## src/rtl/swe_grid.sv

```systemverilog
module swe_grid #(
  parameter int ROWS = 4,
  parameter int COLS = 4,
  parameter int AW   = 2,
  parameter int PW   = 4
) (
  input  logic                 clk,
  input  logic                 rst_n,
  input  logic [ROWS-1:0]      west_vld,
  input  logic [ROWS*AW-1:0]   west_addr,
  input  logic [ROWS*PW-1:0]   west_pri,
  input  logic [COLS-1:0]      north_vld,
  input  logic [COLS*AW-1:0]   north_addr,
  input  logic [COLS*PW-1:0]   north_pri,
  input  logic [ROWS*COLS-1:0] force_cross,
  input  logic [ROWS*COLS-1:0] force_toggle,
  input  logic [ROWS*COLS-1:0] stuck_cross,
  input  logic [ROWS*COLS-1:0] stuck_toggle,
  output logic [ROWS-1:0]      east_vld,
  output logic [ROWS*AW-1:0]   east_addr,
  output logic [ROWS*PW-1:0]   east_pri,
  output logic [COLS-1:0]      south_vld,
  output logic [COLS*AW-1:0]   south_addr,
  output logic [COLS*PW-1:0]   south_pri
);
  localparam int CW = 1 + AW + PW;
  localparam int N  = ROWS * COLS;

  logic [CW-1:0] hc [ROWS][COLS+1];
  logic [CW-1:0] vc [ROWS+1][COLS];
  logic [CW-1:0] east_q  [ROWS];
  logic [CW-1:0] south_q [COLS];

  genvar i, j;
  generate
    for (i = 0; i < ROWS; i++) begin : g_win
      assign hc[i][0] = {west_vld[i], west_addr[i*AW +: AW], west_pri[i*PW +: PW]};
    end
    for (j = 0; j < COLS; j++) begin : g_nin
      assign vc[0][j] = {north_vld[j], north_addr[j*AW +: AW], north_pri[j*PW +: PW]};
    end

    for (i = 0; i < ROWS; i++) begin : g_row
      for (j = 0; j < COLS; j++) begin : g_col
        localparam int K = i * COLS + j;
        wire [CW-1:0] wc = hc[i][j];
        wire [CW-1:0] nc = vc[i][j];
        wire same_addr = wc[CW-2 -: AW] == nc[CW-2 -: AW];
        wire cmp_tog = wc[CW-1] & nc[CW-1] & same_addr & (wc[PW-1:0] > nc[PW-1:0]);
        wire tog = stuck_cross[K]  ? 1'b0 :
                   force_cross[K]  ? 1'b0 :
                   stuck_toggle[K] ? 1'b1 :
                   force_toggle[K] ? 1'b1 : cmp_tog;
        assign hc[i][j+1] = tog ? nc : wc;
        assign vc[i+1][j] = tog ? wc : nc;
      end
    end

    for (i = 0; i < ROWS; i++) begin : g_eout
      always_ff @(posedge clk) begin
        if (!rst_n) east_q[i] <= '0;
        else        east_q[i] <= hc[i][COLS];
      end
      assign east_vld[i]            = east_q[i][CW-1];
      assign east_addr[i*AW +: AW]  = east_q[i][CW-2 -: AW];
      assign east_pri[i*PW +: PW]   = east_q[i][PW-1:0];
    end
    for (j = 0; j < COLS; j++) begin : g_sout
      always_ff @(posedge clk) begin
        if (!rst_n) south_q[j] <= '0;
        else        south_q[j] <= vc[ROWS][j];
      end
      assign south_vld[j]           = south_q[j][CW-1];
      assign south_addr[j*AW +: AW] = south_q[j][CW-2 -: AW];
      assign south_pri[j*PW +: PW]  = south_q[j][PW-1:0];
    end


    for (i = 0; i < ROWS; i++) begin : g_diag_r
      for (j = 0; j < COLS; j++) begin : g_diag_c
        localparam logic [N-1:0] BIT = {{(N-1){1'b0}}, 1'b1} << (i * COLS + j);
        ts_locate_chk: assert property (@(posedge clk) disable iff (!rst_n)
          $past(rst_n && stuck_toggle == BIT && force_cross == ~BIT && (stuck_cross & BIT) == '0)
          |-> (south_q[j] == $past(hc[i][0]) && east_q[i] == $past(vc[0][j])));
      end
    end
  endgenerate


  cell_conserve_chk: assert property (@(posedge clk) disable iff (!rst_n)
    $past(rst_n) |-> ($countones({east_vld, south_vld}) == $past($countones({west_vld, north_vld}))));


  all_cross_chk: assert property (@(posedge clk) disable iff (!rst_n)
    $past(rst_n && (&force_cross)) |->
      (east_vld == $past(west_vld) && east_addr == $past(west_addr) && east_pri == $past(west_pri) &&
       south_vld == $past(north_vld) && south_addr == $past(north_addr) && south_pri == $past(north_pri)));


  reset_clear_chk: assert property (@(posedge clk)
    !rst_n |=> (east_vld == '0 && south_vld == '0));
endmodule

```

## config.mk

```make
export PLATFORM = sky130hd
export DESIGN_NAME = swe_grid
export DESIGN_NICKNAME = d
export VERILOG_FILES = /design/src/rtl/swe_grid.sv
export SDC_FILE = /design/constraint.sdc
export NUM_CORES = 1
export LEC_CHECK = 0
export ABC_AREA = 1
export BUFFER_PORTS_ARGS = -buffer_cell sky130_fd_sc_hd__buf_2
export CORE_ASPECT_RATIO = 0.5
export CORE_UTILIZATION = 60
export DETAILED_ROUTE_END_ITERATION = 10
export GPL_ROUTABILITY_DRIVEN = 0
export PLACE_DENSITY = 0.87
export SLEW_MARGIN = 20
export SYNTH_ARGS = -nofsm -noshare
export SYNTH_HDL_FRONTEND = slang
export SYNTH_SLANG_ARGS = --single-unit
```

## constraint.sdc

```tcl
create_clock -name clk -period 17.8 [get_ports clk]
set_input_delay 2.67 -clock clk [delete_from_list [all_inputs] [get_ports clk]]
set_output_delay 2.67 -clock clk [all_outputs]
set_load 0.02 [all_outputs]
```

## Yosys cells after proc, flatten, opt, wreduce, memory -nomap -nowiden

Memory sizes are Yosys's and may differ from the RTL's.
Index checks and enable logic that the tools add are counted.

- Memories: 2
- Word-level logic and storage cells: 196
- ROM bits: 0
- Bits in latches: 0
- Bits in registers: 0
- RAM bits: 56

- Bitwise operators: 56
- Reduce and logical (&&, ||, !) cells: 0
- Add/sub/neg operators: 0
- Order comparisons: 16
- Multiplexer cells: 106
- Eq/ne operators: 16
- Shift-type cells: 0
- Multipliers: 0
- Div/mod/pow operators: 0

Memory list:

| memory | words | width | rd ports | clocked after Yosys merged registers in | wr ports | line | text |
|---|---|---|---|---|---|---|---|
| east_q | 4 | 7 | 4 | 0 | 4 | 31 | `logic [CW-1:0] east_q [ROWS];` |
| south_q | 4 | 7 | 4 | 0 | 4 | 32 | `logic [CW-1:0] south_q [COLS];` |

Operators with widths:

| kind | number |
|---|---|
| $mux 7 | 40 |
| $mux 1 | 66 |
| $gt 4x4->1 | 16 |
| $and 1x1->1 | 48 |
| $eq 2x2->1 | 16 |
| $or 1x1->1 | 8 |

## Longest topological paths before layout

Gate-level depths: netlist of run 1.

- Word-level depth: 57
- Gate-level depth with buffers: 91
- Mapped depth without buffers: 82

## Worst setup path after synthesis of run 1

No wires, ideal clock.

- Path kind: in2reg
- Start point: in north_pri[3]
- End point: mem south_q[3][0] in the netlist's numbering
- Cell stages on the path: 81
- Slack: 5.298 ns
- Setup time: 0.115 ns
- Arrival: 12.387 ns
- Cell sequence: inv_1 > ha_1 > nand2_1 > nor2_1 > nor2_1 > nand3_2 > nand2_4 > nand2_4 > buf_6 > clkbuf_1 > nand2_1 > o21ai_0 > ha_1 > inv_1 > nor2_1 > o211ai_1 > nand2_1 > nand3_1 > [... 45 more ...] > nand2_2 > buf_6 > inv_1 > nand2_1 > o21ai_0 > inv_1 > ha_1 > nand2_1 > o21bai_1 > a22oi_1 > nand3_1 > nor2_1 > nand2_1 > nand2_4 > buf_6 > nand3_1 > nand2_1 > nor2_1

RTL lines:

| item | line | text |
|---|---|---|
| from (decl) | 14 | `input logic [COLS*PW-1:0] north_pri,` |
| to (decl) | 32 |  |

==> impl_results.html, run 1 <==
<table>
<tr><th>Metric</th><th>Value</th></tr>
<tr><th colspan="2">GRT</th></tr>
<tr><td>GRT Total Usage</td><td>0.3273</td></tr>
<tr><td>Antenna violations before repair</td><td>0</td></tr>
<tr><td>Largest net degree at the start of global routing</td><td>57</td></tr>
<tr><td>Vias in the first global route</td><td>7172</td></tr>
<tr><td>Overall overflow remaining after global route</td><td>0</td></tr>
<tr><td>First-pass GRT wire length</td><td>32490 um</td></tr>
<tr><th colspan="2">Detailed routing</th></tr>
<tr><td>1st-iter DRT viols</td><td>781</td></tr>
<tr><td>Detailed-router iteration count before antenna repair</td><td>6</td></tr>
<tr><td>Post-route antenna net violation count</td><td>0</td></tr>
<tr><td>Average via count per standard cell</td><td>5.466</td></tr>
<tr><td>Wire length after detailed routing</td><td>20140 um</td></tr>
<tr><td>Wire length per cell after detailed routing</td><td>12.67 um</td></tr>
<tr><td># DRC</td><td>0</td></tr>
<tr><td>DR vias</td><td>8685</td></tr>
<tr><th colspan="2">Floorplan</th></tr>
<tr><td>Die height</td><td>78.60 um</td></tr>
<tr><td>FP Rows</td><td>27</td></tr>
<tr><td>Die width</td><td>155.2 um</td></tr>
<tr><td>IO Count</td><td>178</td></tr>
<tr><td>Initial Util</td><td>0.6277</td></tr>
<tr><td>Die footprint</td><td>12200 um^2</td></tr>
<tr><td>Core Footprint</td><td>11220 um^2</td></tr>
<tr><th colspan="2">Clocking</th></tr>
<tr><td>Resized Gates After CTS</td><td>0</td></tr>
<tr><td>Number of buffers inserted to repair setup after CTS</td><td>0</td></tr>
<tr><td>Worst-case clock buffer depth</td><td>2</td></tr>
<tr><td>TritonCTS sink count</td><td>56</td></tr>
<tr><td>CTS clk-pin slew, worst paths</td><td>about 80 ps</td></tr>
<tr><td>Clock tree from TritonCTS</td><td>done</td></tr>
<tr><td>Number of buffers created by CTS</td><td>5</td></tr>
<tr><td>H-tree depth</td><td>2</td></tr>
<tr><td>CTS Root Cell</td><td>sky130_fd_sc_hd__clkbuf_16</td></tr>
<tr><td>Quantity of hold-fixing buffers added after cts</td><td>0</td></tr>
<tr><th colspan="2">Timing</th></tr>
<tr><td>Accumulated negative setup slack</td><td>0 ps</td></tr>
<tr><td>Total count of max-transition violations in the final report</td><td>0</td></tr>
<tr><td>RSZ-0062 raised after global routing</td><td>no</td></tr>
<tr><td>Final hold violation count</td><td>0</td></tr>
<tr><td>Transition time of the tightest slew-check pin</td><td>1042 ps</td></tr>
<tr><td>Period utilisation layout</td><td>0.7889</td></tr>
<tr><td>Clock period minus final worst setup slack</td><td>14040 ps</td></tr>
<tr><td>Final number of setup-violating endpoints</td><td>0</td></tr>
<tr><td>Fmax</td><td>roughly 0.07 GHz</td></tr>
<tr><td>PnR worst setup slack</td><td>3758 ps</td></tr>
<tr><td>Normalized max-slew margin</td><td>0.3026</td></tr>
<tr><th colspan="2">Final layout</th></tr>
<tr><td>Antenna Cells</td><td>0</td></tr>
<tr><td>Commonest non-fill, non-tap cells in the layout</td><td>425 x sky130_fd_sc_hd__nand2_1, 177 x sky130_fd_sc_hd__buf_2, 161 x sky130_fd_sc_hd__nand3_1</td></tr>
<tr><td>Net count, final</td><td>1594</td></tr>
<tr><td>Most common cell after layout, fill and taps aside</td><td>sky130_fd_sc_hd__nand2_1</td></tr>
<tr><td>Fraction of layout cells with a size suffix above 1</td><td>0.1650</td></tr>
<tr><td>Synth-to-layout area growth</td><td>13.52%</td></tr>
<tr><th colspan="2">Pwr</th></tr>
<tr><td>Portion of total power attributed to the clock network</td><td>0.204</td></tr>
<tr><td>Sequential group share of total power</td><td>0.279</td></tr>
<tr><td>VDD IR-drop max</td><td>0.04076 mV</td></tr>
<tr><td>Portion of total power attributed to combinational logic</td><td>0.517</td></tr>
<tr><td>Internal power</td><td>between 200 and 300 uW</td></tr>
<tr><td>Power density of the placed cells</td><td>between 60 and 70 nW/um^2</td></tr>
<tr><td>Net Sw Power</td><td>229.6 uW</td></tr>
<tr><td>Lkg Pwr</td><td>~4.7 nW</td></tr>
<tr><td>Net switching share of the total power</td><td>0.4515</td></tr>
<tr><th colspan="2">Job</th></tr>
<tr><td>Count of max-cap constraint violations</td><td>0</td></tr>
<tr><th colspan="2">Setup path</th></tr>
<tr><td>Classification of the worst setup path</td><td>input port to register</td></tr>
<tr><td>Critical path startpoint category</td><td>input port</td></tr>
<tr><td>Stage delay of the slowest cell on the critical path</td><td>~630 ps</td></tr>
<tr><td>Critical path fanouts, max</td><td>29</td></tr>
<tr><td>Category of the worst setup path capture point</td><td>register</td></tr>
<tr><td>Worst endpoint required time</td><td>~18000 ps</td></tr>
<tr><td>Data arrival time of the worst path</td><td>14240 ps</td></tr>
<tr><td>Crit path max-delay cell type</td><td>sky130_fd_sc_hd__o21ai_0</td></tr>
<tr><th colspan="2">Placement</th></tr>
<tr><td>Port Buffer Count</td><td>177</td></tr>
<tr><td>Setup Slack @ Placement</td><td>about 3800 ps</td></tr>
<tr><td>Half-perimeter wire length after placement</td><td>16500 um</td></tr>
<tr><th colspan="2">Min path</th></tr>
<tr><td>Hold Crit Class</td><td>input port to register</td></tr>
<tr><td>Worst hold stages</td><td>3</td></tr>
<tr><th colspan="2">Synthesis</th></tr>
<tr><td>Net Count, Synth</td><td>about 1.5k</td></tr>
<tr><td>Mean cell area of the mapped netlist</td><td>roughly 5.5 um^2</td></tr>
<tr><td>Share of async-settable or async-resettable flops after synthesis</td><td>0</td></tr>
<tr><td>Yosys warning total</td><td>0</td></tr>
<tr><td>Count of flip-flops with a built-in enable after synthesis</td><td>0</td></tr>
<tr><td>Number of unique standard cell types used by synthesis</td><td>31</td></tr>
<tr><td>Sequential share of the synthesized area</td><td>0.1592</td></tr>
<tr><td>Yosys reg bits</td><td>56</td></tr>
<tr><td>Post-synth top flop</td><td>sky130_fd_sc_hd__dfxtp_1</td></tr>
<tr><td>Number of instances in the synthesized netlist</td><td>1288</td></tr>
<tr><td>Area of the mapped netlist</td><td>7041 um^2</td></tr>
<tr><th colspan="2">Outcome</th></tr>
<tr><td>Run status</td><td>finished, final reports clean</td></tr>
</table>
-- flip-flops by register name, summed over array words and instances, names as in the netlist --
name,cells
east_q,28
south_q,28
-- final timing paths --
kind | startpoint | endpoint | slack, ps
max | west_pri[3] | south_q[3][3] | 3760
min | north_pri[13] | east_q[0][1] | 2630
-- cell type report --
type,count,area [um^2]
fillers,1032,3223
clock buffers,5,125.1
inverters,153,576.8
well taps,159,198.9
multi-input cells,1035,5056
repair buffers,178,893.4
flip-flops and latches,56,1121
clock inverters,3,21.27
-- power groups by stage --
stage / Sequential [mW] / Clock, mW / Combinational [mW]
2_1_floorplan: 0.163 / 0 / 0.170
3_3_place_gp: 0.145 / 0 / 0.248
3_5_place_dp: 0.145 / 0 / 0.256
4_1_cts: 0.142 / 0.105 / 0.258
5_1_grt: 0.143 / 0.109 / 0.295
6_report: 0.142 / 0.104 / 0.263
-- kinds of logic after synthesis --
family | synth area share
AO/OA/AOI/OAI | 0.1758
flip-flops | 0.1592
buffers and inverters | 0.1226
AND/OR/NAND/NOR | 0.4660
adder cells (fa/ha/maj) | 0.07642
-- through the flow --
stage | utilization | power (mW) | instance area [um^2] | hold slack, ps | std cells
floorplan | - | 0.3332 | 7041 | 2818 | 1288
global placement | 0.6996 | 0.3922 | 7846 | 2944 | 1581
detailed placement | 0.6996 | 0.4014 | 7846 | 2940 | 1581
CTS | 0.7126 | 0.5050 | 7993 | 2629 | 1589
global route | 0.7126 | 0.5471 | 7993 | 2659 | 1589
finish | 0.7126 | 0.5085 | 7993 | 2630 | 1589
-- cell usage after synthesis, types with 13 or more instances --
cell type	instances	area share
sky130_fd_sc_hd__nand2_1	425	0.23
sky130_fd_sc_hd__nand3_1	161	0.11
sky130_fd_sc_hd__inv_1	147	0.078
sky130_fd_sc_hd__o21ai_0	115	0.082
sky130_fd_sc_hd__nor2_1	114	0.061
sky130_fd_sc_hd__a21oi_1	65	0.046
sky130_fd_sc_hd__dfxtp_1	56	0.16
sky130_fd_sc_hd__ha_1	43	0.076
sky130_fd_sc_hd__o21ai_1	28	0.020
sky130_fd_sc_hd__nand2_2	21	0.019
sky130_fd_sc_hd__clkbuf_1	20	0.011
sky130_fd_sc_hd__nand3b_1	19	0.020
sky130_fd_sc_hd__buf_6	13	0.021
-- worst max-delay path: cells and delay by family --
kind | cells | cell delay [ps]
buffers and inverters | 5 | 670
AND/OR/NAND/NOR | 35 | 4270
adder cells (fa/ha/maj) | 7 | 2050
AO/OA/AOI/OAI | 19 | 4550
-- metal layers --
metal,wire length [um],share of wire,up-vias,global-route usage
met5,0,0,-,0
met4,301,0.015,0,0.08137
met3,2041,0.10,27,0.04141
met2,8593,0.43,409,0.5261
met1,9199,0.46,3819,0.4616
li1,-,-,4430,-
Note: power is estimated with default switching activity, not from simulation.
==> run 2, diff against run 1 <==
--- a/config.mk
+++ b/config.mk
@@ -5,13 +5,13 @@
 export SDC_FILE = /design/constraint.sdc
 export NUM_CORES = 1
 export LEC_CHECK = 0
-export ABC_AREA = 1
+export ABC_AREA = 0
 export BUFFER_PORTS_ARGS = -buffer_cell sky130_fd_sc_hd__buf_2
 export CORE_ASPECT_RATIO = 0.5
-export CORE_UTILIZATION = 60
+export CORE_UTILIZATION = 55
 export DETAILED_ROUTE_END_ITERATION = 10
 export GPL_ROUTABILITY_DRIVEN = 0
-export PLACE_DENSITY = 0.87
+export PLACE_DENSITY = 0.81
 export SLEW_MARGIN = 20
 export SYNTH_ARGS = -nofsm -noshare
 export SYNTH_HDL_FRONTEND = slang
==> constraint.sdc (replaced) <==
create_clock -name clk -period 14.2 [get_ports clk]
set_input_delay 2.13 -clock clk [delete_from_list [all_inputs] [get_ports clk]]
set_output_delay 2.13 -clock clk [all_outputs]
set_load 0.02 [all_outputs]
==> impl_results.html, run 2 <==
<table>
<tr><th>Metric</th><th>Value</th></tr>
<tr><th colspan="2">Detailed routing</th></tr>
<tr><td>DR vias</td><td>7614</td></tr>
<tr><td>1st-iter DRT viols</td><td>667</td></tr>
<tr><td>Average via count per standard cell</td><td>5.972</td></tr>
<tr><td>Post-route antenna net violation count</td><td>0</td></tr>
<tr><td>Wire length per cell after detailed routing</td><td>roughly 16 um</td></tr>
<tr><td>Detailed-router iteration count before antenna repair</td><td>5</td></tr>
<tr><td># DRC</td><td>0</td></tr>
<tr><td>Wire length after detailed routing</td><td>20760 um</td></tr>
<tr><th colspan="2">Pwr</th></tr>
<tr><td>VDD IR-drop max</td><td>around 0.066 mV</td></tr>
<tr><td>Lkg Pwr</td><td>4.043 nW</td></tr>
<tr><td>Power density of the placed cells</td><td>84.67 nW/um^2</td></tr>
<tr><th colspan="2">Clocking</th></tr>
<tr><td>Worst-case clock buffer depth</td><td>2</td></tr>
<tr><td>Quantity of hold-fixing buffers added after cts</td><td>0</td></tr>
<tr><td>CTS Root Cell</td><td>sky130_fd_sc_hd__clkbuf_16</td></tr>
<tr><td>TritonCTS sink count</td><td>56</td></tr>
<tr><td>CTS clk-pin slew, worst paths</td><td>~70 ps</td></tr>
<tr><td>H-tree depth</td><td>2</td></tr>
<tr><td>Number of buffers created by CTS</td><td>5</td></tr>
<tr><td>Clock tree from TritonCTS</td><td>done</td></tr>
<tr><th colspan="2">Timing</th></tr>
<tr><td>Period utilisation layout</td><td>0.9535</td></tr>
<tr><td>Total count of max-transition violations in the final report</td><td>0</td></tr>
<tr><td>Final hold violation count</td><td>0</td></tr>
<tr><td>Clock period minus final worst setup slack</td><td>13540 ps</td></tr>
<tr><td>Fmax</td><td>0.07385 GHz</td></tr>
<tr><td>Final number of setup-violating endpoints</td><td>0</td></tr>
<tr><td>Normalized max-slew margin</td><td>0.5055</td></tr>
<tr><td>Accumulated negative setup slack</td><td>0 ps</td></tr>
<tr><td>PnR worst setup slack</td><td>659.9 ps</td></tr>
<tr><td>Hold slack final</td><td>2106 ps</td></tr>
<tr><td>Transition time of the tightest slew-check pin</td><td>741.8 ps</td></tr>
<tr><th colspan="2">Setup path</th></tr>
<tr><td>Critical path startpoint category</td><td>input port</td></tr>
<tr><td>Category of the worst setup path capture point</td><td>register</td></tr>
<tr><td>Classification of the worst setup path</td><td>input port to register</td></tr>
<tr><td>Worst endpoint required time</td><td>approximately 14000 ps</td></tr>
<tr><td>Most frequent CP cell</td><td>sky130_fd_sc_hd__ha_1</td></tr>
<tr><td>Stage delay of the slowest cell on the critical path</td><td>~560 ps</td></tr>
<tr><td>Critical path fanouts, max</td><td>16</td></tr>
<tr><td>Data arrival time of the worst path</td><td>13760 ps</td></tr>
<tr><td>Crit path max-delay cell type</td><td>sky130_fd_sc_hd__or4_4</td></tr>
<tr><th colspan="2">Synthesis</th></tr>
<tr><td>Yosys warning total</td><td>0</td></tr>
<tr><td>Yosys reg bits</td><td>56</td></tr>
<tr><td>Number of unique standard cell types used by synthesis</td><td>91</td></tr>
<tr><td>Mean cell area of the mapped netlist</td><td>7.587 um^2</td></tr>
<tr><td>Area of the mapped netlist</td><td>approximately 7000 um^2</td></tr>
<tr><td>Most used standard cell by instance count after synthesis</td><td>sky130_fd_sc_hd__nor2_1</td></tr>
<tr><td>Count of flip-flops with a built-in enable after synthesis</td><td>0</td></tr>
<tr><td>Cell taking the most area after synthesis</td><td>sky130_fd_sc_hd__dfxtp_1</td></tr>
<tr><td>Number of instances in the synthesized netlist</td><td>909</td></tr>
<tr><td>Commonest cells post-synth</td><td>118 x sky130_fd_sc_hd__nor2_1, 93 x sky130_fd_sc_hd__mux2i_1, 77 x sky130_fd_sc_hd__nand2_1, 60 x sky130_fd_sc_hd__o21ai_0</td></tr>
<tr><td>Net Count, Synth</td><td>between 1k and 1.5k</td></tr>
<tr><td>Portion of synthesized cell area occupied by the leading cell type</td><td>0.1626</td></tr>
<tr><td>Post-synth top flop</td><td>sky130_fd_sc_hd__dfxtp_1</td></tr>
<tr><td>Sequential share of the synthesized area</td><td>0.1626</td></tr>
<tr><td>Share of async-settable or async-resettable flops after synthesis</td><td>0</td></tr>
<tr><td>Top cells by area, synth</td><td>sky130_fd_sc_hd__dfxtp_1 16%, sky130_fd_sc_hd__mux2i_1 13%, sky130_fd_sc_hd__ha_1 7.8%</td></tr>
<tr><th colspan="2">Final layout</th></tr>
<tr><td>Antenna Cells</td><td>0</td></tr>
<tr><td>Non-Filler Instances</td><td>1275</td></tr>
<tr><td>Commonest non-fill, non-tap cells in the layout</td><td>177 x sky130_fd_sc_hd__buf_2, 117 x sky130_fd_sc_hd__nor2_1, 89 x sky130_fd_sc_hd__mux2i_1</td></tr>
<tr><td>Summed area of non-filler cells in the final layout</td><td>between 8000 and 9000 um^2</td></tr>
<tr><td>Synth-to-layout area growth</td><td>22.64%</td></tr>
<tr><td>Fraction of layout cells with a size suffix above 1</td><td>0.2928</td></tr>
<tr><td>Most common cell after layout, fill and taps aside</td><td>sky130_fd_sc_hd__buf_2</td></tr>
<tr><td>Net count, final</td><td>roughly 1.3k</td></tr>
<tr><td>Regs by FF count</td><td>east_q: 28 flops, south_q: 28 flops</td></tr>
<tr><th colspan="2">Placement</th></tr>
<tr><td>Cell count after placement</td><td>around 1.2k</td></tr>
<tr><td>Port Buffer Count</td><td>177</td></tr>
<tr><td>Half-perimeter wire length after placement</td><td>16470 um</td></tr>
<tr><td>Instance area after placement</td><td>just over 8000 um^2</td></tr>
<tr><td>Setup Slack @ Placement</td><td>-447.7 ps</td></tr>
<tr><th colspan="2">GRT</th></tr>
<tr><td>Largest net degree at the start of global routing</td><td>48</td></tr>
<tr><td>Vias in the first global route</td><td>6459</td></tr>
<tr><td>Overall overflow remaining after global route</td><td>0</td></tr>
<tr><td>GRT Total Usage</td><td>0.2990</td></tr>
<tr><td>First-pass GRT wire length</td><td>31510 um</td></tr>
<tr><td>Antenna violations before repair</td><td>0</td></tr>
<tr><th colspan="2">Floorplan</th></tr>
<tr><td>Initial Util</td><td>0.5739</td></tr>
<tr><td>Die height</td><td>roughly 81 um</td></tr>
<tr><td>Die footprint</td><td>approximately 13000 um^2</td></tr>
<tr><td>Die width</td><td>between 150 and 200 um</td></tr>
<tr><td>Core Footprint</td><td>12020 um^2</td></tr>
<tr><td>FP Rows</td><td>28</td></tr>
<tr><td>IO Count</td><td>~180</td></tr>
<tr><th colspan="2">Job</th></tr>
<tr><td>Count of max-cap constraint violations</td><td>0</td></tr>
<tr><th colspan="2">Outcome</th></tr>
<tr><td>Run status</td><td>finished, final reports clean</td></tr>
<tr><th colspan="2">Min path</th></tr>
<tr><td>Worst hold stages</td><td>3</td></tr>
<tr><td>Hold Crit Class</td><td>input port to register</td></tr>
</table>
[run 2: report_power, final]
group          internal, mW  leakage [nW]  switching (mW)  total (mW)
Clock                0.0659        0.0671          0.0585       0.124
Sequential            0.177         0.466         0.00434       0.181
Combinational         0.163          3.51           0.248       0.411
[run 2: worst paths after layout]
| path | end | from | slack [ps] |
|---|---|---|---|
| worst max-delay path | south_q[3][6] | north_pri[1] | 660 |
| worst min-delay path | east_q[0][5] | north_addr[7] | 2110 |
[run 2: layer usage]
metal | global-route usage | up-vias | wire [um]
li1 | - | 3715 | -
met1 | 0.4351 | 3569 | 9619
met2 | 0.4761 | 317 | 9212
met3 | 0.03626 | 13 | 1796
met4 | 0.05048 | 0 | 134
met5 | 0 | - | 0
[run 2: critical path: cells and delay by family]
kind	cells	cell delay [ps]
compound gates	21	4840
fa+ha+maj	8	2360
simple gates	12	1930
mux	5	1310
buf+inv	9	1150
[run 2: per-stage QoR]
stage | total power [mW] | utilization
after CTS | 0.6933 | 0.6834
after detailed placement | 0.5685 | 0.6694
after global placement | 0.5550 | 0.6694
after floorplan | 0.4579 | -
final | 0.7162 | 0.7039
after global routing | 0.7612 | 0.7039
[run 2: what timing repair did]
action / 4_1_cts / 5_1_grt
setup buffers: 3 / 16
pin swaps: 1 / 5
resized for setup: 0 / 32
endpoints found under the setup margin: 12 / 12
cloned: 0 / 0
[run 2: cell families after synthesis]
kind of cell | share of synthesized area
flops | 0.1626
mux | 0.1925
buf+inv | 0.05297
fa+ha+maj | 0.08273
simple gates | 0.2197
xor+xnor | 0.04572
compound gates | 0.2438
[run 2: layout make-up]
class,instances,area [um^2]
fillers,980,3558
repair buffers,224,1255
well taps,165,206.4
flip-flops and latches,56,1121
clock buffers,6,128.9
multi-input cells,766,5520
inverters,56,210.2
clock inverters,2,16.27
